===== src/rtl/intr_ctl_pkg.sv =====
package intr_ctl_pkg;
  localparam int REG_W    = 8;
  localparam int FLAG_N   = 3;
  localparam int EN_N     = REG_W - FLAG_N;

  // bit positions that the core and software decode
  localparam int BIT_MASTER = 7;
  localparam int BIT_PERIPH = 6;
  localparam int BIT_TICKEN = 5;
  localparam int BIT_PINEN  = 4;
  localparam int BIT_PORTEN = 3;
  localparam int BIT_TICKF  = 2;
  localparam int BIT_PINF   = 1;
  localparam int BIT_PORTF  = 0;

  typedef struct packed {
    logic wrHit;
    logic setTick;
    logic setPin;
    logic setPort;
  } ctlStrobes_t;
endpackage


===== src/rtl/intr_ctl_event.sv =====
module intr_ctl_event
  import intr_ctl_pkg::*;
#(
  parameter int ADDR_W = 8,
  parameter int GPIO_W = 6,
  parameter int SYNC_STAGES = 2,
  parameter logic [ADDR_W-1:0] BASE_ADDR = 8'h0B,
  parameter logic [ADDR_W-1:0] MIRROR_ADDR = 8'h8B
) (
  input  logic              clk,
  input  logic              rstN,
  input  logic [ADDR_W-1:0] busAddr,
  input  logic              busWe,
  input  logic              tmrRollover,
  input  logic              extPin,
  input  logic [GPIO_W-1:0] gpioPins,
  input  logic [GPIO_W-1:0] gpioDetectEn,
  output logic              addrHit,
  output ctlStrobes_t       strobes
);
  localparam int LAST = SYNC_STAGES - 1;

  logic [SYNC_STAGES-1:0] pinStage;
  logic                   pinPrev;
  logic [GPIO_W-1:0]      portStage [SYNC_STAGES];
  logic [GPIO_W-1:0]      portPrev;

  // two-flop (or deeper) synchronizer for the external pin
  always_ff @(posedge clk or negedge rstN) begin
    if (!rstN) begin
      pinStage <= '0;
      pinPrev  <= 1'b0;
    end else begin
      pinStage <= {pinStage[SYNC_STAGES-2:0], extPin};
      pinPrev  <= pinStage[LAST];
    end
  end

  // synchronizer chain for the port inputs, one stage per generate step
  for (genvar s = 0; s < SYNC_STAGES; s++) begin : g_portSync
    always_ff @(posedge clk or negedge rstN) begin
      if (!rstN) portStage[s] <= '0;
      else if (s == 0) portStage[s] <= gpioPins;
      else portStage[s] <= portStage[(s == 0) ? 0 : s - 1];
    end
  end

  always_ff @(posedge clk or negedge rstN) begin
    if (!rstN) portPrev <= '0;
    else portPrev <= portStage[LAST];
  end

  logic [GPIO_W-1:0] portDelta;

  always_comb begin
    addrHit           = (busAddr == BASE_ADDR) || (busAddr == MIRROR_ADDR);
    portDelta         = (portStage[LAST] ^ portPrev) & gpioDetectEn;
    strobes.wrHit     = busWe && addrHit;
    strobes.setTick   = tmrRollover;
    strobes.setPin    = pinStage[LAST] && !pinPrev;
    strobes.setPort   = |portDelta;
  end
endmodule


===== src/rtl/intr_ctl_datapath.sv =====
module intr_ctl_datapath
  import intr_ctl_pkg::*;
(
  input  logic             clk,
  input  logic             rstN,
  input  ctlStrobes_t      strobes,
  input  logic             addrHit,
  input  logic [REG_W-1:0] busWdata,
  input  logic             periphPending,
  output logic [REG_W-1:0] busRdata,
  output logic [REG_W-1:0] ctlReg,
  output logic             irqOut
);
  logic [EN_N-1:0]   enQ;
  logic [FLAG_N-1:0] flagQ;
  logic [FLAG_N-1:0] flagNext;
  logic [FLAG_N-1:0] setVec;

  assign setVec = {strobes.setTick, strobes.setPin, strobes.setPort};

  // per-flag next state: a hardware set wins over a same-cycle clear
  for (genvar f = 0; f < FLAG_N; f++) begin : g_flag
    assign flagNext[f] = setVec[f] | (strobes.wrHit ? busWdata[f] : flagQ[f]);
  end

  always_ff @(posedge clk or negedge rstN) begin
    if (!rstN) begin
      enQ   <= '0;
      flagQ <= '0;
    end else begin
      if (strobes.wrHit) enQ <= busWdata[REG_W-1:FLAG_N];
      flagQ <= flagNext;
    end
  end

  logic srcReq;

  always_comb begin
    ctlReg   = {enQ, flagQ};
    busRdata = addrHit ? ctlReg : '0;
    srcReq   = (ctlReg[BIT_TICKEN] & ctlReg[BIT_TICKF])
             | (ctlReg[BIT_PINEN]  & ctlReg[BIT_PINF])
             | (ctlReg[BIT_PORTEN] & ctlReg[BIT_PORTF])
             | (ctlReg[BIT_PERIPH] & periphPending);
    irqOut   = ctlReg[BIT_MASTER] & srcReq;
  end
endmodule


===== src/rtl/intr_ctl_reg.sv =====
module intr_ctl_reg
  import intr_ctl_pkg::*;
#(
  parameter int ADDR_W = 8,
  parameter int GPIO_W = 6,
  parameter int SYNC_STAGES = 2,
  parameter logic [ADDR_W-1:0] BASE_ADDR = 8'h0B,
  parameter logic [ADDR_W-1:0] MIRROR_ADDR = 8'h8B
) (
  input  logic              clk,
  input  logic              rstN,
  input  logic [ADDR_W-1:0] busAddr,
  input  logic              busWe,
  input  logic [REG_W-1:0]  busWdata,
  output logic [REG_W-1:0]  busRdata,
  input  logic              tmrRollover,
  input  logic              extPin,
  input  logic [GPIO_W-1:0] gpioPins,
  input  logic [GPIO_W-1:0] gpioDetectEn,
  input  logic              periphPending,
  output logic              irqOut
);
  ctlStrobes_t      strobes;
  logic             addrHit;
  logic [REG_W-1:0] ctlReg;

  intr_ctl_event #(
    .ADDR_W(ADDR_W), .GPIO_W(GPIO_W), .SYNC_STAGES(SYNC_STAGES),
    .BASE_ADDR(BASE_ADDR), .MIRROR_ADDR(MIRROR_ADDR)
  ) event_i (
    .clk(clk), .rstN(rstN), .busAddr(busAddr), .busWe(busWe),
    .tmrRollover(tmrRollover), .extPin(extPin), .gpioPins(gpioPins),
    .gpioDetectEn(gpioDetectEn), .addrHit(addrHit), .strobes(strobes)
  );

  intr_ctl_datapath datapath_i (
    .clk(clk), .rstN(rstN), .strobes(strobes), .addrHit(addrHit),
    .busWdata(busWdata), .periphPending(periphPending),
    .busRdata(busRdata), .ctlReg(ctlReg), .irqOut(irqOut)
  );
endmodule


===== config.mk =====
export PLATFORM = sky130hd
export DESIGN_NAME = intr_ctl_reg
export DESIGN_NICKNAME = d
export VERILOG_FILES = /design/src/rtl/intr_ctl_pkg.sv /design/src/rtl/intr_ctl_event.sv /design/src/rtl/intr_ctl_datapath.sv /design/src/rtl/intr_ctl_reg.sv
export SDC_FILE = /design/constraint.sdc
export NUM_CORES = 1
export LEC_CHECK = 0
export ABC_AREA = 0
export BUFFER_PORTS_ARGS = -buffer_cell sky130_fd_sc_hd__buf_4
export CORE_ASPECT_RATIO = 0.7
export CORE_MARGIN = 2
export CORE_UTILIZATION = 46
export CTS_CLUSTER_DIAMETER = 80
export DETAILED_ROUTE_END_ITERATION = 8
export MAX_ROUTING_LAYER = met4
export PLACE_DENSITY = 0.79
export SLEW_MARGIN = 10
export SYNTH_ARGS = -nofsm -noshare
export SYNTH_HDL_FRONTEND = slang
export SYNTH_SLANG_ARGS = --single-unit

===== constraint.sdc =====
create_clock -name clk -period 3.86 [get_ports clk]
set_clock_uncertainty 0.1 [all_clocks]
set_input_delay 1.158 -clock clk [delete_from_list [all_inputs] [get_ports clk]]
set_output_delay 1.158 -clock clk [all_outputs]
set_load 0.02 [all_outputs]

== Yosys cells after proc, flatten, opt, wreduce, memory -nomap -nowiden ==
Index checks and enable logic that the tools add are counted.

* Register bits after elaboration: 29
* Input port bits: 34
* Output and inout bits: 9
* Logic and storage cells: 31

* Equality and inequality tests: 2
* Mux-type cells: 4
* Bitwise operators: 13
* Reductions and logical operators: 5

{| class="wikitable"
|+ Operators with widths
! kind !! number
|-
| 8-bit by 4-bit == test with 1-bit output (second input constant) || 1
|-
| 8-bit == test (second input constant) || 1
|-
| 8-bit two-way mux || 1
|-
| 6-bit AND || 1
|-
| 1-bit bitwise OR || 6
|-
| 6-bit OR reduction || 1
|-
| 6-bit XOR || 1
|-
| 1-bit AND || 5
|-
| 1-bit two-way mux || 3
|-
| 1-bit logical AND || 2
|-
| 1-bit logical NOT || 1
|-
| 1-bit logical OR || 1
|}

== Longest topological paths before layout ==
* Depth in word-level cells: 5
* Depth in mapped cells: 5
* Gate-level depth less buffers: 4

== By module ==
Synthesis repeated with hierarchy kept, for this count alone.

* Cells, all modules: 67
* Area, all modules: 1057.3 µm²

{| class="wikitable"
|+ By module, submodules not included
! module !! times used !! cells an instance !! area each (µm²) !! seq. area each (µm²)
|-
| intr_ctl_event || 1 || 36 || 646.9 || 525.5
|-
| intr_ctl_datapath || 1 || 31 || 410.4 || 200.2
|}

== Worst setup path after synthesis ==
OpenSTA, ideal clock, no wires.

* Path kind: input -> output
* Start: in busAddr[5]
* End: out busRdata[0]
* Data arrival time: 2.414 ns
* Path slack: 0.188 ns
* Stages: 3
* Path buffers: 0
* Cell sequence: or4b_1 nor3_1 and2_1

* Word-level cells in the longest chain between the ends: 3

{| class="wikitable"
|+ RTL lines
! element !! RTL line !! source
|-
| from (decl) || intr_ctl_reg.sv:12 || <nowiki>input logic [ADDR_W-1:0] busAddr,</nowiki>
|-
| 8-bit by 4-bit == test with 1-bit output / 8-bit == test (equally long branches) || intr_ctl_event.sv:56 || <nowiki>addrHit = (busAddr == BASE_ADDR) || (busAddr == MIRROR_ADDR);</nowiki>
|-
| 1-bit logical OR (*) || intr_ctl_event.sv:56 ||
|-
| 8-bit two-way mux (*) || intr_ctl_datapath.sv:40 || <nowiki>busRdata = addrHit ? ctlReg : '0;</nowiki>
|-
| to (decl) || intr_ctl_reg.sv:15 || <nowiki>output logic [REG_W-1:0] busRdata,</nowiki>
|}

Mark *: on every way between the ends. The rest lies on a longest branch, timed or not.

== Worst setup path after layout ==
* Start: in busAddr[5]
* End: out busRdata[1]

The elaborated chain is that of the path after synthesis.

==> qor.yml <==
critical_path:
  cp-start-kind: "input port"
  crit_arrival_ps: 2440
  criticalPathCategory: "in2out"
  cp_max_fo: 9
  required_ps: 2600
  crit_path_end_kind: "primary output"
placement:
  pre_cts_slack_ps: 155
  place_inst: 141
  portBuffers: 41
  gp_congestion: 0.743
  dp_hpwl_mm: 1.46
timing:
  tightest_slew_ps: 345
  fmax_mhz: 270
  setup_viol: 0
  period_share_pct: 95.8
  relSlewSlack_pct: 77.0
  final.setup.tns_ps: 0
  fin_ws_ps: 163
  fin_crit_ps: 3700
  timing.final.hold_violations: 0
  rsz0062_at_grt: "no"
  slew_viol_final: 0
pwr:
  power.density_nw_per_um2: 415
  power_mw: 0.608
  power_frac_clock_pct: 37.7
  switchingPower_mw: 0.123
  p_sw_share_pct: 20.2
  seq_power_share_pct: 53.9
  p_leak_nw: 0.746
  irDropWorstVdd_mv: 0.275
  internal_power_mw: 0.485
  combPwrFrac_pct: 8.5
cells_and_area:
  syn2layout_area_growth_pct: 39.8
  mostFrequentLayoutCells: "42 x buf_4, 29 x dfrtp_1, 8 x and2_1"
  final_common_cell: "buf_4"
  n_fill_cell: 182
  n_antenna_cell: 0
  finalNonFillerCells: 148
  nets: 150
  final_layout_size_suffix_gt1_share_pct: 47.4
global_route:
  antenna_found_initial: 0
  grt_overflow_total: 0
  grt_pass1_wl_mm: 3.11
  grt_max_degree: 30
  grt_pass1_vias: 698
  track_usage_pct: 18.0
synth:
  syn_area_um2: 1050
  syn_inst: 68
  yosysWarnings: 0
  synth_seq_cells: 29
  yosysSeqAreaShare_pct: 69.4
  ys_types: 18
  synth_nets: 102
  syn_avg_cell_area_um2: 15.4
cts:
  cts_inserted_buffers: 5
  cts-root-buf: "clkbuf_4"
  postCtsSetupBuffers: 0
  cts.sink_count: 29
  htreeDepth: 2
  cts_tree: "done"
  clockBufferDepth: 2
  clk_latency_ps: 310
  clkTransAtPathRegs_ps: 80
  post_cts_resize_count: 0
  hold_buffers: 0
floorplanning:
  die_w_um: 61.0
  pin_count: 43
  start_util_pct: 48.5
  die_area_um2: 2680
  die_h_um: 43.9
  core_area_um2: 2150
  rows: 14
drt:
  ant_nets: 0
  viasPerCell: 4.58
  drc: 0
  drtIter0Drc: 13
  vias: 678
  first_pass_iters: 3
  routed_wl_mm: 1.89
  wl_per_cell_um: 12.7
outcome:
  status: "completed"
job:
  maxCapViolCount: 0
min_path:
  holdCritPathClass: "reg2reg"
[stage by stage]
step / hold slack (ps) / cell area, um^2 / utilization [%]
finish: 251 / 1460 / 67.9
global route: 265 / 1460 / 67.9
CTS: 256 / 1460 / 67.9
detailed placement: 236 / 1390 / 64.5
global placement: 231 / 1390 / 64.5
floorplan: 231 / 1050 / -
[synthesized netlist by cell type]
cell type | instances | area share [%]
a221oi_1 | 1 | 0.84
a22o_1 | 1 | 0.84
or4_4 | 1 | 1.1
a21boi_0 | 1 | 0.72
nand3_1 | 2 | 0.96
mux2_4 | 5 | 7.2
nand2_1 | 2 | 0.72
or4b_1 | 1 | 0.96
nand3b_1 | 1 | 0.72
o21ai_0 | 1 | 0.48
mux2i_1 | 2 | 1.9
buf_6 | 1 | 1.1
nor3_1 | 1 | 0.48
and2_1 | 8 | 4.8
a22oi_1 | 3 | 2.2
xor2_1 | 6 | 5.0
dfrtp_1 | 29 | 69
inv_1 | 2 | 0.72
[path summary, 6_finish.rpt]
kind                                 startpoint                    to  slack (ps)  depth (start not counted)
max in group asynchronous                  rstN     datapath_i.enQ[3]        2750                          1
min                        event_i.portStage[9]  event_i.portStage[3]         250                          0
min reg2reg                event_i.portStage[9]  event_i.portStage[3]         250                          0
max                                  busAddr[5]           busRdata[1]         160                          6
min in group asynchronous                  rstN   event_i.portPrev[2]         640                          1
max reg2reg                event_i.portStage[3]   datapath_i.flagQ[0]        2580                          4
[power groups by stage]
stage / Sequential, mW / Combinational, mW / Clock [mW]
3_5_place_dp: 0.334 / 0.0522 / 0
2_1_floorplan: 0.331 / 0.0178 / 0
4_1_cts: 0.328 / 0.0524 / 0.240
6_report: 0.327 / 0.0514 / 0.229
3_3_place_gp: 0.332 / 0.0503 / 0
5_1_grt: 0.330 / 0.0567 / 0.252
[registers in the layout, indices dropped and copies added (netlist names)]
register	cells
event_i.portStage	12
event_i.portPrev	6
datapath_i.enQ	5
datapath_i.flagQ	3
event_i.pinStage	2
event_i.pinPrev	1
[worst max-delay path, cell delays in order]
cell and delay (ps):
buf_4 100, or4b_1 540, nor3_1 200, buf_4 170, and2_1 130, buf_4 140
[metal layers]
metal | vias up | GRT usage, % | share of wire [%]
met5 | - | - | 0
met1 | 323 | 20.6 | 40
met3 | 3 | 8.06 | 6.3
met2 | 24 | 27.3 | 52
met4 | 0 | 7.83 | 1.2
li1 | 328 | - | -
[area by class of cell]
cell class	count	area, um^2	area share [%]
clock inverter	2	35.0	2.40
inverter	2	7.51	0.513
clock buffer	5	37.5	2.57
timing repair buffer	42	315	21.6
multi-input combinational	36	302	20.6
tap	32	40.0	2.74
sequential	29	726	49.6
[logic make-up (layout without fill, tap and decap cells)]
kind of cell / after synthesis / after routing / synth area share (%)
XOR/XNOR: 6 / 6 / 5.02
AND/OR/NAND/NOR: 16 / 16 / 9.69
flip-flops: 29 / 29 / 69.4
multiplexers: 7 / 7 / 9.09
buffers and inverters: 3 / 51 / 1.79
AO/OA/AOI/OAI: 7 / 7 / 5.02
(Power assumes the default switching activity.)
